===== src/rtl/fbg_pkg.sv =====
package fbg_pkg;
    typedef enum logic [1:0] {
        S_IDLE,
        S_ARM,
        S_RUN,
        S_FAULT
    } fbg_state_e;
endpackage


===== src/rtl/fbg_div_check.sv =====
module fbg_div_check #(
    parameter int MAX_INT = 16384,
    parameter int INT_W   = 15,
    parameter int FRAC_W  = 3
) (
    input  logic [INT_W-1:0]  n,
    input  logic [FRAC_W-1:0] x,
    output logic              legal
);
    localparam logic [INT_W-1:0] N_ONE = INT_W'(1);
    localparam logic [INT_W-1:0] N_MIN = INT_W'(2);
    localparam logic [INT_W-1:0] N_MAX = INT_W'(MAX_INT);

    always_comb begin
        legal = ((n == N_ONE) && (x == '0)) || ((n >= N_MIN) && (n <= N_MAX));
    end
endmodule


===== src/rtl/fbg_frac_acc.sv =====
module fbg_frac_acc #(
    parameter int FRAC_W = 3
) (
    input  logic              clk,
    input  logic              rst_n,
    input  logic              clear,
    input  logic              step,
    input  logic [FRAC_W-1:0] x,
    output logic              carry
);
    logic [FRAC_W-1:0] acc_q;
    logic [FRAC_W:0]   sum;

    always_comb begin
        sum   = {1'b0, (clear ? {FRAC_W{1'b0}} : acc_q)} + {1'b0, x};
        carry = sum[FRAC_W];
    end

    always_ff @(posedge clk) begin
        if (!rst_n) begin
            acc_q <= '0;
        end else if (clear || step) begin
            acc_q <= sum[FRAC_W-1:0];
        end
    end
endmodule


===== src/rtl/fbg_period_cnt.sv =====
module fbg_period_cnt #(
    parameter int LEN_W = 15
) (
    input  logic             clk,
    input  logic             rst_n,
    input  logic             restart,
    input  logic             adv,
    input  logic [LEN_W-1:0] len,
    output logic [LEN_W-1:0] count,
    output logic             wrap
);
    logic [LEN_W-1:0] count_q;

    always_comb begin
        wrap  = adv && (count_q == (len - LEN_W'(1)));
        count = count_q;
    end

    always_ff @(posedge clk) begin
        if (!rst_n) begin
            count_q <= '0;
        end else if (restart) begin
            count_q <= '0;
        end else if (adv) begin
            count_q <= wrap ? '0 : count_q + LEN_W'(1);
        end
    end
endmodule


===== src/rtl/frac_baud_gen.sv =====
module frac_baud_gen #(
    parameter int MAX_INT = 16384,
    parameter int FRAC_W  = 3,
    localparam int INT_W  = $clog2(MAX_INT + 1),
    localparam int LEN_W  = $clog2(MAX_INT + 2)
) (
    input  logic              clk,
    input  logic              rst_n,
    input  logic              ref_en,
    input  logic              div_load,
    input  logic [INT_W-1:0]  div_int,
    input  logic [FRAC_W-1:0] div_frac,
    output logic              baud_tick,
    output logic              div_err,
    output logic [LEN_W-1:0]  period_len
);
    import fbg_pkg::*;

    fbg_state_e        state_q, state_d;
    logic [INT_W-1:0]  cfg_n;
    logic [FRAC_W-1:0] cfg_x;
    logic [LEN_W-1:0]  len_q;
    logic [LEN_W-1:0]  cnt;
    logic              legal, carry, wrap, arm_go, run_adv;

    fbg_div_check #(.MAX_INT(MAX_INT), .INT_W(INT_W), .FRAC_W(FRAC_W)) u_chk (
        .n(div_int), .x(div_frac), .legal(legal)
    );

    always_comb begin
        arm_go  = (state_q == S_ARM) && ref_en && !div_load;
        run_adv = (state_q == S_RUN) && ref_en && !div_load;
    end

    fbg_frac_acc #(.FRAC_W(FRAC_W)) u_acc (
        .clk(clk), .rst_n(rst_n), .clear(arm_go), .step(wrap),
        .x(cfg_x), .carry(carry)
    );

    fbg_period_cnt #(.LEN_W(LEN_W)) u_cnt (
        .clk(clk), .rst_n(rst_n), .restart(arm_go), .adv(run_adv),
        .len(len_q), .count(cnt), .wrap(wrap)
    );

    always_comb begin
        state_d = state_q;
        if (div_load) begin
            state_d = legal ? S_ARM : S_FAULT;
        end else begin
            unique case (state_q)
                S_IDLE:  state_d = S_IDLE;
                S_ARM:   state_d = ref_en ? S_RUN : S_ARM;
                S_RUN:   state_d = S_RUN;
                S_FAULT: state_d = S_FAULT;
            endcase
        end
    end

    always_ff @(posedge clk) begin
        if (!rst_n) begin
            state_q <= S_IDLE;
        end else begin
            state_q <= state_d;
        end
    end

    always_ff @(posedge clk) begin
        if (!rst_n) begin
            cfg_n <= '0;
            cfg_x <= '0;
            len_q <= '0;
        end else if (div_load) begin
            cfg_n <= div_int;
            cfg_x <= div_frac;
            len_q <= '0;
        end else if (arm_go || wrap) begin
            len_q <= LEN_W'(cfg_n) + LEN_W'(carry);
        end
    end

    always_ff @(posedge clk) begin
        if (!rst_n) begin
            baud_tick <= 1'b0;
            div_err   <= 1'b0;
        end else begin
            baud_tick <= wrap;
            div_err   <= (state_d == S_FAULT);
        end
    end

    always_comb period_len = len_q;

    AST_ERR_BLOCKS_TICK: assert property (@(posedge clk) disable iff (!rst_n)
        div_err |-> !baud_tick);
    AST_ERR_FROM_LOAD: assert property (@(posedge clk) disable iff (!rst_n)
        $rose(div_err) |-> $past(div_load));
    AST_TICK_FROM_REF: assert property (@(posedge clk) disable iff (!rst_n)
        baud_tick |-> $past(ref_en));
    AST_LEN_BOUND: assert property (@(posedge clk) disable iff (!rst_n)
        (state_q == S_RUN) |-> ((period_len == LEN_W'(cfg_n)) ||
                                (period_len == LEN_W'(cfg_n) + LEN_W'(1))));
    AST_CNT_BELOW_LEN: assert property (@(posedge clk) disable iff (!rst_n)
        (state_q == S_RUN) |-> (cnt < period_len));
endmodule


===== config.mk =====
export PLATFORM = sky130hd
export DESIGN_NAME = frac_baud_gen
export DESIGN_NICKNAME = d
export VERILOG_FILES = /design/src/rtl/fbg_pkg.sv /design/src/rtl/fbg_div_check.sv /design/src/rtl/fbg_frac_acc.sv /design/src/rtl/fbg_period_cnt.sv /design/src/rtl/frac_baud_gen.sv
export SDC_FILE = /design/constraint.sdc
export NUM_CORES = 1
export LEC_CHECK = 0
export BUFFER_PORTS_ARGS = -buffer_cell sky130_fd_sc_hd__buf_2
export CAP_MARGIN = 25
export CELL_PAD_IN_SITES_DETAIL_PLACEMENT = 1
export CELL_PAD_IN_SITES_GLOBAL_PLACEMENT = 2
export CORE_AREA = 3 3 98 100
export DETAILED_ROUTE_END_ITERATION = 12
export DIE_AREA = 0 0 101 103
export GPL_TIMING_DRIVEN = 0
export PLACE_DENSITY_LB_ADDON = 0.1
export SLEW_MARGIN = 20
export SYNTH_ARGS = -nofsm -noshare
export SYNTH_HDL_FRONTEND = slang
export SYNTH_HIERARCHICAL = 1
export SYNTH_SLANG_ARGS = --single-unit

===== constraint.sdc =====
create_clock -name clk -period 5.1 [get_ports clk]
set_input_delay 1.02 -clock clk [delete_from_list [all_inputs] [get_ports clk]]
set_output_delay 1.02 -clock clk [all_outputs]
set_load 0.05 [all_outputs]

# [After elaboration in Yosys (flattened, before gate mapping)]
# Cells that the tools add are included.
[totals] out_inout_bits=17 regBits=55 word_cells=41 in_bits=22
[op_classes] n_mux=6 n_eq_ne=6 order_cmp=2 bitwise=1 reduce_logical=14 n_addsub=4
[ops] op="15-bit by 1-bit adder with 15-bit output" count=1
[ops] op="15-bit by 1-bit adder with 15-bit output, second input constant" count=1
[ops] op="15-bit by 1-bit equality test with 1-bit output, second input constant" count=1
[ops] op="15-bit equality test" count=1
[ops] op="15-bit by 2-bit greater-or-equal comparator with 1-bit output, second input constant" count=1
[ops] op="15-bit <= comparator, second input constant" count=1
[ops] op="15-bit two-way mux" count=1
[ops] op="15-bit by 1-bit subtractor with 15-bit output, second input constant" count=1
[ops] op="2-bit case mux with 4 select lines" count=1
[ops] op="1-bit logical AND" count=7
[ops] op="2-bit equality test, second input constant" count=3
[ops] op="2-bit two-way mux" count=3
[ops] op="3-bit by 3-bit adder with 4-bit output" count=1
[ops] op="2-bit OR reduction" count=2
[ops] op="3-bit logical NOT" count=1
[ops] op="3-bit two-way mux" count=1
[ops] op="2-bit by 1-bit equality test with 1-bit output, second input constant" count=1
[ops] op="2-bit logical NOT" count=1
[ops] op="1-bit logical OR" count=2
[ops] op="1-bit logical NOT" count=1
[ops] op="1-bit inverter" count=1

# [Longest topological paths before layout]
# Gate-level depths: netlist of run 1.
[logic_depth] word_depth=6 ltp_mapped=14 ltp_nobuf=13

# [Hierarchy]
# The synthesis of run 1 kept the hierarchy.
[by_module_without_submodules] mod="frac_baud_gen" n_inst=1 cells_per_inst=165 seq_area_each_um2=740.7 area_per_inst_um2=1651.6
[by_module_without_submodules] mod="fbg_period_cnt" n_inst=1 cells_per_inst=148 seq_area_each_um2=300.3 area_per_inst_um2=1197.4
[by_module_without_submodules] mod="fbg_frac_acc" n_inst=1 cells_per_inst=24 seq_area_each_um2=60.1 area_per_inst_um2=231.5
[by_module_without_submodules] mod="fbg_div_check" n_inst=1 cells_per_inst=10 seq_area_each_um2=0.0 area_per_inst_um2=68.8

# [Least setup slack after synthesis of run 1]
# No wires, ideal clock.
[synth_path] path_type="register to register" from="register len_q[0] (netlist: period_len[0])" to="register len_q[5] (netlist: period_len[5])" required_ns=5.030 synth_period_minus_slack_ns=3.873 setup_ns=0.070 arrival_time_ns=3.803 path_slack_ns=1.227 n_path_buf=3 stages_incl_launch_ff=14 cell_sequence="dfxtp_1 -> inv_1 -> ha_1 -> or4b_1 -> clkbuf_2 -> or4_1 -> a2111oi_0 -> or4b_4 -> nor3_1 -> a31o_1 -> buf_4 -> buf_6 -> o21ai_1 -> a21oi_1"
[synth_via] elab_chain_cells=4
[synth_rtl] item="start, declared" line_no="frac_baud_gen.sv:22" source="logic [LEN_W-1:0] len_q;"
[synth_rtl] item="start signal, assigned" line_no="frac_baud_gen.sv:77" source="len_q <= LEN_W'(cfg_n) + LEN_W'(carry);"
[synth_rtl] item="15-bit by 1-bit subtractor with 15-bit output" line_no="fbg_period_cnt.sv:15" source="wrap = adv && (count_q == (len - LEN_W'(1)));"
[synth_rtl] item="15-bit equality test" line_no="fbg_period_cnt.sv:15"
[synth_rtl] item="1-bit logical AND" line_no="fbg_period_cnt.sv:15"
[synth_rtl] item="named net wrap" line_no="frac_baud_gen.sv:24" source="logic legal, carry, wrap, arm_go, run_adv;"
[synth_rtl] item="1-bit logical OR" line_no="frac_baud_gen.sv:76" source="end else if (arm_go || wrap) begin"
# The timed path passes the listed nets, and every way through them passes these cells.
# A chain may end at the register's enable or synchronous reset.

# [Worst setup path after layout of run 1]
[layout_path] from="input div_load" to="register len_q[12] (netlist: period_len[12])"
[layout_via] elab_cells_between_ends=9 cone_classes="add/sub (2); mux (1); reduce/logical (6)"
[layout_lines] item="start, declared" line_no="frac_baud_gen.sv:10" source="input logic div_load,"
[layout_lines] item="1-bit logical NOT" line_no="frac_baud_gen.sv:32" source="run_adv = (state_q == S_RUN) && ref_en && !div_load;"
[layout_lines] item="1-bit logical AND" line_no="frac_baud_gen.sv:32"
[layout_lines] item="named net run_adv" line_no="frac_baud_gen.sv:24"
[layout_lines] item="1-bit logical AND" line_no="fbg_period_cnt.sv:15"
[layout_lines] item="named net wrap" line_no="frac_baud_gen.sv:24"
[layout_lines] item="1-bit logical OR" line_no="frac_baud_gen.sv:76"
# The timed path passes the listed nets, and every way through them passes these cells.

==> run metrics, run 1 <==
async set-reset flop share out of synthesis=0; VDD IR max=0.1146 mV; Critical Path Sink Type=flop; vias per cell=5.242; total number of vias=2,621; number of buffers on the longest clock path=2; Chip Width=101 um; type of element launching the critical path=input pin; register area share after synthesis=0.3496; Final Core Density=0.4115; number of gates resized after CTS=0; total clock buffers created by CTS=5; Synth Net Count=377; FMAX=0.2234 GHz; clock network power share=0.389; Arrival @ worst endpoint=4.68 ns; net switching power figure=0.2231 mW; initial DRC count=67; Max Fanout on Critical Path=10; hold violation count in the final report=0; CP Data Required Time=5.30 ns; area enclosed by the die boundary=10,400 um2; Synth cell types=59; number of enable flip-flop cells after synthesis=0; number of placed I/O pins=39; first-pass GRT wire length=13.39 mm; DRC violation count after routing=0; Final Critical Period=4.477 ns; Synth Flop Type=sky130_fd_sc_hd__dfxtp_1; core region area=8763 um2; power density normalized to cell area=250.5 nW/um2; Post-Synthesis Cells=347; number of maximum-capacitance violations=0; total power draw=0.9034 mW; Vert. Die Dim=103 um; ANT nets after route=0; Port Buf Inserts=37; number of nets at the end of the flow=421; cell area after technology mapping=3149 um2; Power Internal=0.6804 mW; GRT Total Usage=0.1595; synth top area cells=sky130_fd_sc_hd__dfxtp_1, sky130_fd_sc_hd__mux2i_1, sky130_fd_sc_hd__xor2_1; clk slew on worst S/H paths=0.10 ns; Syn. warnings=6; effective utilization at floorplan=0.3594; TritonCTS clock tree=done; clk_lat worst skew=0.31 ns; CTS Root Cell=sky130_fd_sc_hd__clkbuf_8; Hold-fix buffers, CTS=0; GRT Residual Overflow=0; final max-slew violation count=0; hold slack=0.4815 ns; portion of the clock cycle consumed by the worst path in the final layout=0.8778; last weighted congestion value of the routability-driven placer=0.7923; H-tree levels=2; Placed Cells=492; largest clock skew in the final design=0.004588 ns; vias in the first global route=2,712; pin count of the biggest net entering global routing=18; Setup-failing EPs final=0; Rel. slew slack=0.3889; reg2reg setup slack=0.75 ns; switching share of power=0.2469; antenna cell count=0; Post-CTS Repair Setup Buffers=0; post-detailed-placement half-perimeter wirelength=6.116 mm; worst setup path category=input pin to flop; setup TNS=0 ns; wire per inst=15.67 um; setup repair after global routing missed its margin=no; share of layout cells above drive strength 1=0.1862; register cell area after layout=1101 um2; mean cell area of the mapped netlist=9.076 um2; final-layout fill cell count=1,046; clock net sink count=55; Non-Filler Instances=500; worst min path class=flop to flop; number of search-and-repair iterations in the first detailed-routing pass=4; number of flip-flops and latches in the synthesized netlist=55; Std-Cell Rows=34; initial antenna violation count=0; Multi-input gate area=1938 um2; outcome=finished clean; WL final=7.834 mm; share of power burned in registers=0.506; largest area contributor in the synthesized netlist=sky130_fd_sc_hd__dfxtp_1; share of power burned in combinational logic=0.105; area share of the leading cell type in the synthesized netlist=0.3496; static power due to leakage=1.458 nW; Slew @ Worst Pin=0.9097 ns; area overhead of the layout relative to synthesis=14.50%
==> metal layers <==
layer	GRT usage	part of all wire	wire length (um)
met4	0.03681	0.014	107
met3	0.02233	0.029	231
met5	0	0	0
met1	0.2058	0.48	3785
met2	0.2825	0.47	3709
==> through the flow <==
step	cell area [um2]	setup WS, ns
final	3606	0.6233
after global routing	3606	0.2568
after CTS	3606	0.6203
after detailed placement	3470	0.2734
after global placement	3470	0.3554
after floorplan	3149	1.227
==> state kept, by name (all words and copies together) (netlist names) <==
name         count
baud_tick        1
period_len      15
cfg_x            3
div_err          1
cfg_n           15
state_q          2
u_acc/acc_q      3
u_cnt/count     15
==> cell usage in the layout, fill, tap and decap left out, drive strengths merged, types with 3 or more instances in the layout <==
cell / netlist / final
clkbuf: 3 / 8
nor2b: 22 / 22
ha: 7 / 7
nand3: 8 / 8
a211oi: 3 / 3
nor4: 4 / 4
dfxtp: 55 / 55
nand2: 16 / 16
xnor2: 20 / 20
nand4: 13 / 13
or4: 4 / 4
a21oi: 19 / 19
and4: 3 / 3
buf: 8 / 45
nand2b: 5 / 5
nor3: 10 / 10
nor2: 32 / 32
xor2: 23 / 23
inv: 9 / 9
o311ai: 3 / 3
and2: 3 / 3
nor4b: 5 / 5
o21ai: 17 / 17
and3: 4 / 4
mux2i: 22 / 22
==> final cells by class <==
class	count	area share
sequential	55	0.3053
multi-input combinational	272	0.5375
buffer	11	0.02117
clock inverter	3	0.01874
tap	108	0.03747
inverter	9	0.009368
clock buffer	5	0.01908
timing repair buffer	37	0.05135
==> kinds of logic (layout without fill, tap and decap cells) <==
family	after synthesis	count (layout)	synth area share
xor+xnor	43	43	0.1196
flops	55	55	0.3496
buf+inv	20	65	0.03496
mux	23	23	0.07350
fa+ha+maj	8	8	0.03417
simple gates	141	141	0.2654
compound gates	57	57	0.1228
==> synth_stat cells (5+ instances only) <==
| cell | instances |
|---|---|
| sky130_fd_sc_hd__xor2_1 | 23 |
| sky130_fd_sc_hd__a21oi_1 | 19 |
| sky130_fd_sc_hd__nand2b_1 | 5 |
| sky130_fd_sc_hd__nor2b_1 | 22 |
| sky130_fd_sc_hd__ha_1 | 7 |
| sky130_fd_sc_hd__nand2_1 | 16 |
| sky130_fd_sc_hd__inv_1 | 9 |
| sky130_fd_sc_hd__dfxtp_1 | 55 |
| sky130_fd_sc_hd__o21ai_0 | 6 |
| sky130_fd_sc_hd__nand3_1 | 7 |
| sky130_fd_sc_hd__nor2_1 | 32 |
| sky130_fd_sc_hd__nand4_1 | 12 |
| sky130_fd_sc_hd__xnor2_1 | 20 |
| sky130_fd_sc_hd__o21ai_1 | 11 |
| sky130_fd_sc_hd__nor3_1 | 10 |
| sky130_fd_sc_hd__mux2i_1 | 22 |
==> critical path, cell delays in order <==
cell and delay, ns:
sky130_fd_sc_hd__buf_4 0.15, sky130_fd_sc_hd__buf_2 0.21, sky130_fd_sc_hd__nor3_1 0.76, sky130_fd_sc_hd__nand3_1 0.18, sky130_fd_sc_hd__a2111oi_0 0.35, sky130_fd_sc_hd__or4b_4 0.55, sky130_fd_sc_hd__nor3_1 0.71, sky130_fd_sc_hd__a31o_1 0.21
sky130_fd_sc_hd__buf_4 0.19, sky130_fd_sc_hd__buf_2 0.24, sky130_fd_sc_hd__a21oi_1 0.09
==> power by group through the flow <==
stage / Combinational, mW / Clock [mW] / Sequential [mW]
4_1_cts: 0.0960 / 0.363 / 0.458
6_report: 0.0944 / 0.352 / 0.457
3_3_place_gp: 0.0942 / 0 / 0.467
5_1_grt: 0.106 / 0.376 / 0.460
2_1_floorplan: 0.0612 / 0 / 0.469
3_5_place_dp: 0.0956 / 0 / 0.467
==> worst paths after layout <==
check,startpoint,end,cells past startpoint
setup / recovery,div_load,period_len[12],11
hold / removal,u_acc/acc_q[2],u_acc/acc_q[2],2
setup reg to reg,period_len[0],period_len[12],12
hold reg to reg,u_acc/acc_q[2],u_acc/acc_q[2],2
Note: power is estimated with default switching activity, not from simulation.
==> run 2: changes to the inputs <==
Settings changed: SYNTH_HIERARCHICAL 1 to unset.
==> run metrics, run 2 <==
register area share after synthesis=0.3488 (-0.0008314); Critical Path Sink Type=flop; cell with the most instances after synthesis=sky130_fd_sc_hd__dfxtp_1; final max-slew violation count=0 (unchanged); outcome=finished clean; number of enable flip-flop cells after synthesis=0 (unchanged); power density normalized to cell area=220.0 nW/um2 (-12%); number of buffers on the longest clock path=2 (unchanged); total number of vias=2,550 (-2.7%); clk slew on worst S/H paths=0.11 ns (about the same); vias in the first global route=2,581 (-4.8%); area share of the leading cell type in the synthesized netlist=0.3488 (-0.0008314); effective utilization at floorplan=0.3602 (+0.0008567); Synth cell types=45 (-24%); number of placed I/O pins=39 (unchanged); top cells by instance count after synthesis=sky130_fd_sc_hd__dfxtp_1, sky130_fd_sc_hd__nand2_1, sky130_fd_sc_hd__mux2i_1; initial antenna violation count=0 (unchanged); Max Fanout on Critical Path=6 (-4); portion of the clock cycle consumed by the worst path in the final layout=0.7434 (-0.1343); FMAX=0.2637 GHz (+18%); commonest non-fill, non-tap cell in the layout=sky130_fd_sc_hd__dfxtp_1; total clock buffers created by CTS=5 (unchanged); Setup-failing EPs final=0 (unchanged); Arrival @ worst endpoint=4.03 ns (-0.65 ns); async set-reset flop share out of synthesis=0 (unchanged); number of flip-flops and latches in the synthesized netlist=55 (unchanged); TritonCTS clock tree=done; number of search-and-repair iterations in the first detailed-routing pass=4 (unchanged); first-pass GRT wire length=12.91 mm (-3.6%); ANT nets after route=0 (unchanged); core region area=8763 um2 (unchanged); Slew @ Worst Pin=0.8943 ns (-0.01532 ns); hold violation count in the final report=0 (unchanged); number of maximum-capacitance violations=0 (unchanged); CP Data Required Time=5.34 ns (+0.04 ns); area overhead of the layout relative to synthesis=12.88%; clock net sink count=55 (unchanged); Port Buf Inserts=37 (unchanged); VDD IR max=0.09501 mV (-17%); vias per cell=5.020 (-4.2%); CTS Root Cell=sky130_fd_sc_hd__clkbuf_8; type of element launching the critical path=input pin; Post-Synthesis Cells=356 (+2.6%); Final Core Density=0.4066 (-0.004854); number of nets at the end of the flow=430 (+2.1%); wire per inst=15.03 um (-4.1%); H-tree levels=2 (unchanged); Std-Cell Rows=34 (unchanged); Synth Net Count=386 (+2.4%); WL final=7.633 mm (-2.6%); cell area after technology mapping=3157 um2 (+0.24%); static power due to leakage=1.575 nW (+8.0%); share of layout cells above drive strength 1=0.1450 (-0.04122); final-layout fill cell count=1,047 (+0.096%); area enclosed by the die boundary=10,400 um2 (unchanged); number of gates resized after CTS=0 (unchanged); Chip Width=101 um (unchanged); post-detailed-placement half-perimeter wirelength=6.013 mm (-1.7%); DRC violation count after routing=0 (unchanged); Post-CTS Repair Setup Buffers=0 (unchanged); antenna cell count=0 (unchanged); largest clock skew in the final design=0.01199 ns (+0.007405 ns); Syn. warnings=0 (-6); setup repair after global routing missed its margin=no; worst min path class=flop to flop; commonest non-fill, non-tap cells in the layout=sky130_fd_sc_hd__dfxtp_1, sky130_fd_sc_hd__nand2_1, sky130_fd_sc_hd__buf_2, sky130_fd_sc_hd__mux2i_1, sky130_fd_sc_hd__nor2_1; Final Critical Period=3.792 ns (-0.6852 ns); largest area contributor in the synthesized netlist=sky130_fd_sc_hd__dfxtp_1; synth top area cells=sky130_fd_sc_hd__dfxtp_1, sky130_fd_sc_hd__mux2i_1, sky130_fd_sc_hd__xnor2_1; initial DRC count=57 (-15%); GRT Residual Overflow=0 (unchanged); mean cell area of the mapped netlist=8.867 um2 (-2.3%); Synth Flop Type=sky130_fd_sc_hd__dfxtp_1; clk_lat worst skew=0.31 ns (about the same); Vert. Die Dim=103 um (unchanged); Hold-fix buffers, CTS=0 (unchanged); setup TNS=0 ns (unchanged); pin count of the biggest net entering global routing=18 (unchanged); Rel. slew slack=0.4025 (+0.01359); last weighted congestion value of the routability-driven placer=0.7887 (-0.45%); worst setup path category=input pin to flop; GRT Total Usage=0.1555 (-0.003978)
-- run 2: changes by cell type after synthesis, moves of 4 or more --
cell | before | now
sky130_fd_sc_hd__nand2_1 | 16 | 47
sky130_fd_sc_hd__nor3_1 | 10 | 5
sky130_fd_sc_hd__nand4_1 | 12 | 7
sky130_fd_sc_hd__clkbuf_1 | 2 | 13
sky130_fd_sc_hd__nor4_1 | 2 | 6
sky130_fd_sc_hd__and3_1 | 3 | 7
sky130_fd_sc_hd__a21oi_1 | 19 | 5
sky130_fd_sc_hd__nand3_1 | 7 | 14
sky130_fd_sc_hd__nor2_1 | 32 | 27
sky130_fd_sc_hd__xnor2_1 | 20 | 26
sky130_fd_sc_hd__o21ai_1 | 11 | 0
sky130_fd_sc_hd__mux2i_1 | 22 | 39
-- run 2: worst max-delay path, cell delays in order --
cell	delay [ns]
sky130_fd_sc_hd__buf_2	0.10
sky130_fd_sc_hd__nand2b_1	0.07
sky130_fd_sc_hd__nor3b_1	0.75
sky130_fd_sc_hd__nand2b_1	0.25
sky130_fd_sc_hd__inv_1	0.06
sky130_fd_sc_hd__ha_1	0.26
sky130_fd_sc_hd__a21o_1	0.10
sky130_fd_sc_hd__a21o_1	0.11
sky130_fd_sc_hd__ha_1	0.21
sky130_fd_sc_hd__ha_1	0.22
sky130_fd_sc_hd__nand3_1	0.15
sky130_fd_sc_hd__nor2_1	0.23
sky130_fd_sc_hd__nand4_1	0.14
sky130_fd_sc_hd__xnor2_1	0.15
sky130_fd_sc_hd__nand2_1	0.06
sky130_fd_sc_hd__mux2i_1	0.15
-- run 2: area by class of cell --
class	count	area, um2	share of cell area
multi-input combinational	276	1943	0.5453
sequential	55	1101	0.3090
timing repair buffer	37	185.2	0.05197
tap	108	135.1	0.03792
buffer	18	86.33	0.02423
clock buffer	5	68.82	0.01931
inverter	7	26.28	0.007374
clock inverter	2	17.52	0.004916
-- run 2: power breakdown --
group          total [mW]  switching [mW]  internal (mW)
registers           0.452          0.0113          0.440
logic              0.0771          0.0412         0.0359
clock network       0.255           0.158         0.0974
total               0.784           0.210          0.574
-- run 2: cell families after synthesis --
kind of cell,Yosys count,synth area share
buffers and inverters,25,0.03567
AND/OR/NAND/NOR,162,0.2771
multiplexers,39,0.1237
adder cells (fa/ha/maj),8,0.03409
flip-flops,55,0.3488
XOR/XNOR,47,0.1348
AO/OA/AOI/OAI,20,0.04597
-- run 2: routing by layer --
metal  routed length, um  global-route usage  part of all wire
met5                   0                   0                 0
met1                3706              0.1963              0.49
met2                3677              0.2759              0.48
met3                 206             0.02842             0.027
met4                  43             0.03579            0.0056
-- run 2: stage by stage --
step | worst slack, ns | std cells | hold WS, ns | instance area [um2] | power, mW
after floorplan | 1.524 | 356 | 0.4334 | 3157 | 0.5133
after global placement | 0.9294 | 501 | 0.4422 | 3477 | 0.5384
after detailed placement | 0.8543 | 501 | 0.4553 | 3477 | 0.5404
after CTS | 1.215 | 508 | 0.4714 | 3563 | 0.7982
after global routing | 0.9112 | 508 | 0.5078 | 3563 | 0.8263
final | 1.308 | 508 | 0.4626 | 3563 | 0.7840
-- run 2: final timing paths --
kind	start	slack [ns]	depth (start not counted)	end
worst max-delay path	ref_en	1.31	16	period_len[14]
worst max register to register	state_q[1]	1.70	15	period_len[14]
worst min register to register	u_acc.acc_q[0]	0.46	2	u_acc.acc_q[0]
worst min-delay path	u_acc.acc_q[0]	0.46	2	u_acc.acc_q[0]
